### src/rtl/imr_pkg.sv
// Package: shared access-mode encoding for the interrupt mask bank.
// Assumes the bus presents a 2-bit mode code alongside each access.
package imr_pkg;
    typedef enum logic [1:0] {
        ACC_HALF = 2'd0,
        ACC_BYTE = 2'd1,
        ACC_BSET = 2'd2,
        ACC_BCLR = 2'd3
    } acc_mode_e;
endpackage

### src/rtl/imr_bus_decode.sv
// Module: imr_bus_decode
// Turns one bus access into per-bit write enables and write values over
// the whole flat mask vector, and reports which register and lane it hit.
// Assumes REG_W is two byte lanes wide and the registers sit at
// consecutive halfword offsets from BASE.
module imr_bus_decode
    import imr_pkg::*;
#(
    parameter int ADDR_W   = 12,
    parameter int BASE     = 'h100,
    parameter int NUM_REGS = 4,
    parameter int REG_W    = 16,
    localparam int LANE_W  = REG_W / 2,
    localparam int BS_W    = $clog2(LANE_W),
    localparam int RSEL_W  = (NUM_REGS > 1) ? $clog2(NUM_REGS) : 1,
    localparam int TOTAL   = NUM_REGS * REG_W
) (
    input  logic              clk,
    input  logic              rst_n,
    input  logic              bus_wr,
    input  logic [1:0]        bus_mode,
    input  logic [ADDR_W-1:0] bus_addr,
    input  logic [BS_W-1:0]   bus_bitsel,
    input  logic [REG_W-1:0]  bus_wdata,
    output logic              hit,
    output logic [RSEL_W-1:0] reg_sel,
    output logic              lane,
    output logic [TOTAL-1:0]  wr_en,
    output logic [TOTAL-1:0]  wr_val
);
    localparam logic [ADDR_W-1:0] BASE_A = ADDR_W'(BASE);
    localparam logic [ADDR_W-1:0] SPAN_A = ADDR_W'(2 * NUM_REGS);

    acc_mode_e        mode;
    logic [ADDR_W-1:0] off;
    logic              in_range;

    // Offset arithmetic and mapped-window test.
    always_comb begin
        mode     = acc_mode_e'(bus_mode);
        off      = bus_addr - BASE_A;
        in_range = (bus_addr >= BASE_A) && (off < SPAN_A);
        reg_sel  = off[RSEL_W:1];
        lane     = off[0];
        hit      = in_range && !((mode == ACC_HALF) && off[0]);
    end

    for (genvar r = 0; r < NUM_REGS; r++) begin : g_reg
        for (genvar b = 0; b < REG_W; b++) begin : g_bit
            localparam int IDX = r * REG_W + b;
            localparam int LN  = b / LANE_W;
            localparam int POS = b % LANE_W;
            logic sel;
            logic lane_ok;
            // Per-bit enable and value for this access.
            always_comb begin
                sel     = hit && (reg_sel == RSEL_W'(r));
                lane_ok = (lane == 1'(LN));
                unique case (mode)
                    ACC_HALF: begin
                        wr_en[IDX]  = bus_wr && sel;
                        wr_val[IDX] = bus_wdata[b];
                    end
                    ACC_BYTE: begin
                        wr_en[IDX]  = bus_wr && sel && lane_ok;
                        wr_val[IDX] = bus_wdata[POS];
                    end
                    ACC_BSET: begin
                        wr_en[IDX]  = bus_wr && sel && lane_ok && (bus_bitsel == BS_W'(POS));
                        wr_val[IDX] = 1'b1;
                    end
                    default: begin
                        wr_en[IDX]  = bus_wr && sel && lane_ok && (bus_bitsel == BS_W'(POS));
                        wr_val[IDX] = 1'b0;
                    end
                endcase
            end
        end
    end


    single_bit_write_chk: assert property (@(posedge clk) disable iff (!rst_n)
        (bus_mode[1]) |-> ($countones(wr_en) <= 1));

endmodule

### src/rtl/imr_src_decode.sv
// Module: imr_src_decode
// Decodes the per-source control port into a one-hot write enable over
// the flat mask vector. Sources at or above NUM_SRC have no storage and
// never receive an enable.
module imr_src_decode #(
    parameter int TOTAL   = 64,
    parameter int NUM_SRC = 59,
    localparam int IDX_W  = $clog2(TOTAL)
) (
    input  logic             src_we,
    input  logic [IDX_W-1:0] src_idx,
    input  logic             src_mask_in,
    output logic [TOTAL-1:0] wr_en,
    output logic [TOTAL-1:0] wr_val
);
    for (genvar i = 0; i < TOTAL; i++) begin : g_src
        if (i < NUM_SRC) begin : g_live
            // Enable only the addressed live source.
            assign wr_en[i] = src_we && (src_idx == IDX_W'(i));
        end else begin : g_none
            assign wr_en[i] = 1'b0;
        end
        assign wr_val[i] = src_mask_in;
    end
endmodule

### src/rtl/imr_store.sv
// Module: imr_store
// One flop per live mask bit, shared by both register views. The
// source-port write outranks a bus write to the same bit. Bits at or
// above NUM_SRC are tied to one and keep no state.
module imr_store #(
    parameter int TOTAL   = 64,
    parameter int NUM_SRC = 59
) (
    input  logic             clk,
    input  logic             rst_n,
    input  logic [TOTAL-1:0] bus_en,
    input  logic [TOTAL-1:0] bus_val,
    input  logic [TOTAL-1:0] src_en,
    input  logic [TOTAL-1:0] src_val,
    output logic [TOTAL-1:0] mask_q
);
    for (genvar i = 0; i < TOTAL; i++) begin : g_bit
        if (i < NUM_SRC) begin : g_live
            logic bit_q;
            // Storage flop: reset masked, source port wins a collision.
            always_ff @(posedge clk) begin
                if (!rst_n)          bit_q <= 1'b1;
                else if (src_en[i])  bit_q <= src_val[i];
                else if (bus_en[i])  bit_q <= bus_val[i];
            end
            assign mask_q[i] = bit_q;


            src_wins_chk: assert property (@(posedge clk) disable iff (!rst_n)
                (src_en[i] && bus_en[i]) |=> (mask_q[i] == $past(src_val[i])));
        end else begin : g_fixed
            logic unused_inputs;
            assign unused_inputs = ^{bus_en[i], bus_val[i], src_en[i], src_val[i]};
            assign mask_q[i]     = 1'b1;
        end
    end


    reset_all_masked_chk: assert property (@(posedge clk) disable iff (!rst_n)
        !$past(rst_n) |-> (&mask_q));
endmodule

### src/rtl/imr_read_mux.sv
// Module: imr_read_mux
// Builds bus read data from the mask vector for halfword, byte and
// single-bit reads. Returns zero when no read is strobed or the access
// misses the mapped window.
module imr_read_mux
    import imr_pkg::*;
#(
    parameter int NUM_REGS = 4,
    parameter int REG_W    = 16,
    localparam int LANE_W  = REG_W / 2,
    localparam int BS_W    = $clog2(LANE_W),
    localparam int RSEL_W  = (NUM_REGS > 1) ? $clog2(NUM_REGS) : 1,
    localparam int TOTAL   = NUM_REGS * REG_W
) (
    input  logic              rd,
    input  logic              hit,
    input  logic [RSEL_W-1:0] reg_sel,
    input  logic              lane,
    input  logic [1:0]        mode,
    input  logic [BS_W-1:0]   bitsel,
    input  logic [TOTAL-1:0]  mask_vec,
    output logic [REG_W-1:0]  rdata
);
    logic [REG_W-1:0]  word;
    logic [LANE_W-1:0] byte_v;

    // Select word, lane and bit for the read.
    always_comb begin
        word   = mask_vec[int'(reg_sel) * REG_W +: REG_W];
        byte_v = lane ? word[REG_W-1:LANE_W] : word[LANE_W-1:0];
        rdata  = '0;
        if (rd && hit) begin
            unique case (acc_mode_e'(mode))
                ACC_HALF: rdata = word;
                ACC_BYTE: rdata = REG_W'(byte_v);
                default:  rdata = REG_W'(byte_v[bitsel]);
            endcase
        end
    end
endmodule

### src/rtl/imr_bank.sv
// Module: imr_bank (top)
// Interrupt mask bank with a packed-register bus view and a per-source
// view over shared storage, plus a flat mask vector for priority logic.
// Assumes a single clock and synchronous active-low reset.
module imr_bank #(
    parameter int ADDR_W   = 12,
    parameter int BASE     = 'h100,
    parameter int NUM_REGS = 4,
    parameter int REG_W    = 16,
    parameter int NUM_SRC  = 59,
    localparam int TOTAL   = NUM_REGS * REG_W,
    localparam int IDX_W   = $clog2(TOTAL),
    localparam int BS_W    = $clog2(REG_W / 2),
    localparam int RSEL_W  = (NUM_REGS > 1) ? $clog2(NUM_REGS) : 1
) (
    input  logic              clk,
    input  logic              rst_n,
    input  logic              bus_rd,
    input  logic              bus_wr,
    input  logic [1:0]        bus_mode,
    input  logic [ADDR_W-1:0] bus_addr,
    input  logic [BS_W-1:0]   bus_bitsel,
    input  logic [REG_W-1:0]  bus_wdata,
    output logic [REG_W-1:0]  bus_rdata,
    input  logic              src_we,
    input  logic [IDX_W-1:0]  src_idx,
    input  logic              src_mask_in,
    output logic              src_mask_out,
    output logic [TOTAL-1:0]  mask_vec
);
    logic              bus_hit;
    logic [RSEL_W-1:0] reg_sel;
    logic              lane;
    logic [TOTAL-1:0]  bus_en, bus_val, src_en, src_val;

    imr_bus_decode #(
        .ADDR_W(ADDR_W), .BASE(BASE), .NUM_REGS(NUM_REGS), .REG_W(REG_W)
    ) u_bus_dec (
        .clk(clk), .rst_n(rst_n), .bus_wr(bus_wr), .bus_mode(bus_mode),
        .bus_addr(bus_addr), .bus_bitsel(bus_bitsel), .bus_wdata(bus_wdata),
        .hit(bus_hit), .reg_sel(reg_sel), .lane(lane),
        .wr_en(bus_en), .wr_val(bus_val)
    );

    imr_src_decode #(.TOTAL(TOTAL), .NUM_SRC(NUM_SRC)) u_src_dec (
        .src_we(src_we), .src_idx(src_idx), .src_mask_in(src_mask_in),
        .wr_en(src_en), .wr_val(src_val)
    );

    imr_store #(.TOTAL(TOTAL), .NUM_SRC(NUM_SRC)) u_store (
        .clk(clk), .rst_n(rst_n), .bus_en(bus_en), .bus_val(bus_val),
        .src_en(src_en), .src_val(src_val), .mask_q(mask_vec)
    );

    imr_read_mux #(.NUM_REGS(NUM_REGS), .REG_W(REG_W)) u_rd_mux (
        .rd(bus_rd), .hit(bus_hit), .reg_sel(reg_sel), .lane(lane),
        .mode(bus_mode), .bitsel(bus_bitsel), .mask_vec(mask_vec),
        .rdata(bus_rdata)
    );

    // Per-source view reads the shared storage directly.
    assign src_mask_out = mask_vec[src_idx];


    src_write_lands_chk: assert property (@(posedge clk) disable iff (!rst_n)
        (src_we && (src_idx < IDX_W'(NUM_SRC))) |=> (mask_vec[$past(src_idx)] == $past(src_mask_in)));


    unmapped_write_ignored_chk: assert property (@(posedge clk) disable iff (!rst_n)
        (bus_wr && !bus_hit && !src_we) |=> $stable(mask_vec));


    fixed_ones_read_chk: assert property (@(posedge clk) disable iff (!rst_n)
        (src_idx >= IDX_W'(NUM_SRC)) |-> src_mask_out);
endmodule

### config.mk
export PLATFORM = sky130hd
export DESIGN_NAME = imr_bank
export DESIGN_NICKNAME = d
export VERILOG_FILES = /design/src/rtl/imr_pkg.sv /design/src/rtl/imr_bus_decode.sv /design/src/rtl/imr_src_decode.sv /design/src/rtl/imr_store.sv /design/src/rtl/imr_read_mux.sv /design/src/rtl/imr_bank.sv
export SDC_FILE = /design/constraint.sdc
export NUM_CORES = 1
export LEC_CHECK = 0
export ABC_AREA = 0
export BUFFER_PORTS_ARGS = -buffer_cell sky130_fd_sc_hd__buf_2
export CAP_MARGIN = 20
export CELL_PAD_IN_SITES_DETAIL_PLACEMENT = 0
export CELL_PAD_IN_SITES_GLOBAL_PLACEMENT = 1
export CORE_ASPECT_RATIO = 0.6
export CORE_MARGIN = 2
export CORE_UTILIZATION = 44
export CTS_CLUSTER_DIAMETER = 30
export DETAILED_ROUTE_END_ITERATION = 7
export PLACE_DENSITY_LB_ADDON = 0.12
export SKIP_LAST_GASP = 1
export SYNTH_ARGS = -nofsm -noshare
export SYNTH_HDL_FRONTEND = slang
export SYNTH_HIERARCHICAL = 1
export SYNTH_SLANG_ARGS = --single-unit
### constraint.sdc
create_clock -name clk -period 2.7 [get_ports clk]
set_input_delay 0.405 -clock clk [delete_from_list [all_inputs] [get_ports clk]]
set_output_delay 0.405 -clock clk [all_outputs]
set_load 0.02 [all_outputs]
==> results.json <==
{
  "power_density_nw_per_um2": 328,
  "worstSetupStartpointType": "register",
  "grt_overflow_total": 0,
  "placed_cells": 1100,
  "max_freq_mhz": 375,
  "chipWidth_um": 173,
  "wl_met2_mm": 11.2,
  "largest_reg_flops": 59,
  "power_mw": 2.55,
  "grt_pass1_vias": 6275,
  "p_int_mw": 1.78,
  "mostFrequentLayoutCell": "nor2_1",
  "yosysWarningCount": 6,
  "via_per_inst": 6.00,
  "required_ps": 2300,
  "slew_headroom_pct": 43.8,
  "endpoint_kind": "primary output",
  "fillers": 1640,
  "synth_area_um2": 7530,
  "drcViolationCount": 0,
  "status": "finished, final reports clean",
  "antenna_found_initial": 0,
  "tightest_slew_ps": 844,
  "wl_met3_mm": 3.49,
  "cts_tree": "built",
  "p_sw_share_pct": 30.2,
  "critPathKind": "reg2out",
  "core_um2": 16500,
  "grt_pass1_wl_mm": 40.9,
  "crit_arrival_ps": 2260,
  "gp_congestion": 1.00,
  "wl_met1_mm": 12.7,
  "clock_sinks": 59,
  "drtIter0Drc": 856,
  "post_cts_buffers": 0,
  "cp_top_family": "multiplexers",
  "crit_path_max_fanout": 2,
  "wl_per_cell_um": 25.3,
  "grt_use_total_pct": 30.3,
  "vias": 6684,
  "reg_top3": "u_store/g_bit.g_live.bit_q x59",
  "min_path_type": "in2reg",
  "cts_made_buffers": 9,
  "die_area_um2": 18200,
  "ant_nets": 0,
  "path_cells": "mux2_1 > mux4_2 > mux2_4 > o2111ai_2 > o32ai_1 > buf_2",
  "port-buffer-count": 120,
  "cts.path.max_buffers": 2,
  "diodes": 0,
  "drt_wl_total_mm": 28.1,
  "ir_worst_vdd_mv": 0.194,
  "cts_hold_buf": 0,
  "drive_gt1_share_pct": 34.2,
  "num-nets-final": 928,
  "setup_viol": 0,
  "fin_crit_sh_pct": 98.8,
  "switchingPower_mw": 0.771,
  "die_y_um": 105,
  "num_rows": 36,
  "htree_levels": 3,
  "finalWorstSetupSlack_ps": 32.2,
  "cts.clk_slew.worst_paths_ps": 50,
  "drv_slew": 0,
  "tns_ps": 0,
  "mostFrequentLayoutCells": "144 x nor2_1, 118 x buf_2, 84 x mux2i_1, 73 x buf_4, 64 x inv_1",
  "fin_cells": 1114,
  "crit_path_top_delay_cell": "mux4_2",
  "dp_slack_ps": 52.8,
  "io_pins": 126,
  "insertion_delay_ps": 350,
  "clock_skew_ps": 0,
  "dp_hpwl_mm": 21.8,
  "p_leak_nw": 3.02,
  "synth.avg_cell_area_um2": 8.48,
  "hold_viol_final": 0,
  "start_util_pct": 45.7,
  "grt_max_degree": 59,
  "largest_register": "u_store/g_bit.g_live.bit_q",
  "p_seq_share_pct": 34.5,
  "drt_first_pass_iters": 5,
  "rsz0062_at_grt": "yes",
  "clockRootBuffer": "clkbuf_16",
  "clkPwrFrac_pct": 45.6,
  "area_growth_pct": 3.32,
  "drv_cap": 0,
  "fin_crit_ps": 2670,
  "critPathBufInv": 1,
  "syn_inst": 888,
  "p_comb_share_pct": 19.9,
  "cpPeakStageDelay_ps": 450,
  "top_layer": "met4"
}
layer usage:
metal,up-vias,track usage (%)
met5,-,0
met4,0,10.5
met2,441,41.0
li1,2946,-
met1,3251,44.2
met3,46,9.92
what timing repair did:
action                                  in CTS  in global routing
cloned                                       0                  0
endpoints found under the setup margin       2                  2
resized for setup                            1                 10
final cells by class:
| cell class | instances | area (um2) | share of cell area (%) |
|---|---|---|---|
| flip-flops and latches | 59 | 1180 | 15.2 |
| multi-input cells | 549 | 4490 | 57.7 |
| repair buffers | 200 | 1300 | 16.7 |
| clock inverters | 2 | 37.5 | 0.483 |
| well taps | 228 | 285 | 3.67 |
| inverters | 64 | 240 | 3.09 |
| clock buffers | 12 | 246 | 3.17 |
final timing paths:
path / startpoint / end / slack, ps / cells past startpoint
worst min register to register: u_store/g_bit[23].g_live.bit_q$_SDFFE_PN1P_ / u_store/g_bit[23].g_live.bit_q$_SDFFE_PN1P_ / 630 / 2
worst max register to register: u_store/g_bit[46].g_live.bit_q$_SDFFE_PN1P_ / u_store/g_bit[46].g_live.bit_q$_SDFFE_PN1P_ / 1670 / 3
worst max-delay path: u_store/g_bit[2].g_live.bit_q$_SDFFE_PN1P_ / bus_rdata[0] / 30 / 6
worst min-delay path: rst_n / u_store/g_bit[24].g_live.bit_q$_SDFFE_PN1P_ / 520 / 2
metrics by stage:
stage	util (%)	hold WS, ps	cell area (um2)
after floorplan	-	528	7540
after global placement	45.3	615	7470
after detailed placement	45.3	620	7470
after CTS	47.0	503	7750
after global routing	47.2	534	7780
final	47.2	515	7780
power groups by stage:
stage	registers [mW]	logic [mW]	clock network (mW)
after floorplan	0.895	0.443	0
after global placement	0.899	0.480	0
after detailed placement	0.898	0.485	0
after CTS	0.879	0.486	1.18
after global routing	0.880	0.534	1.20
final	0.880	0.509	1.16
Power figures use the tool's default switching activity.
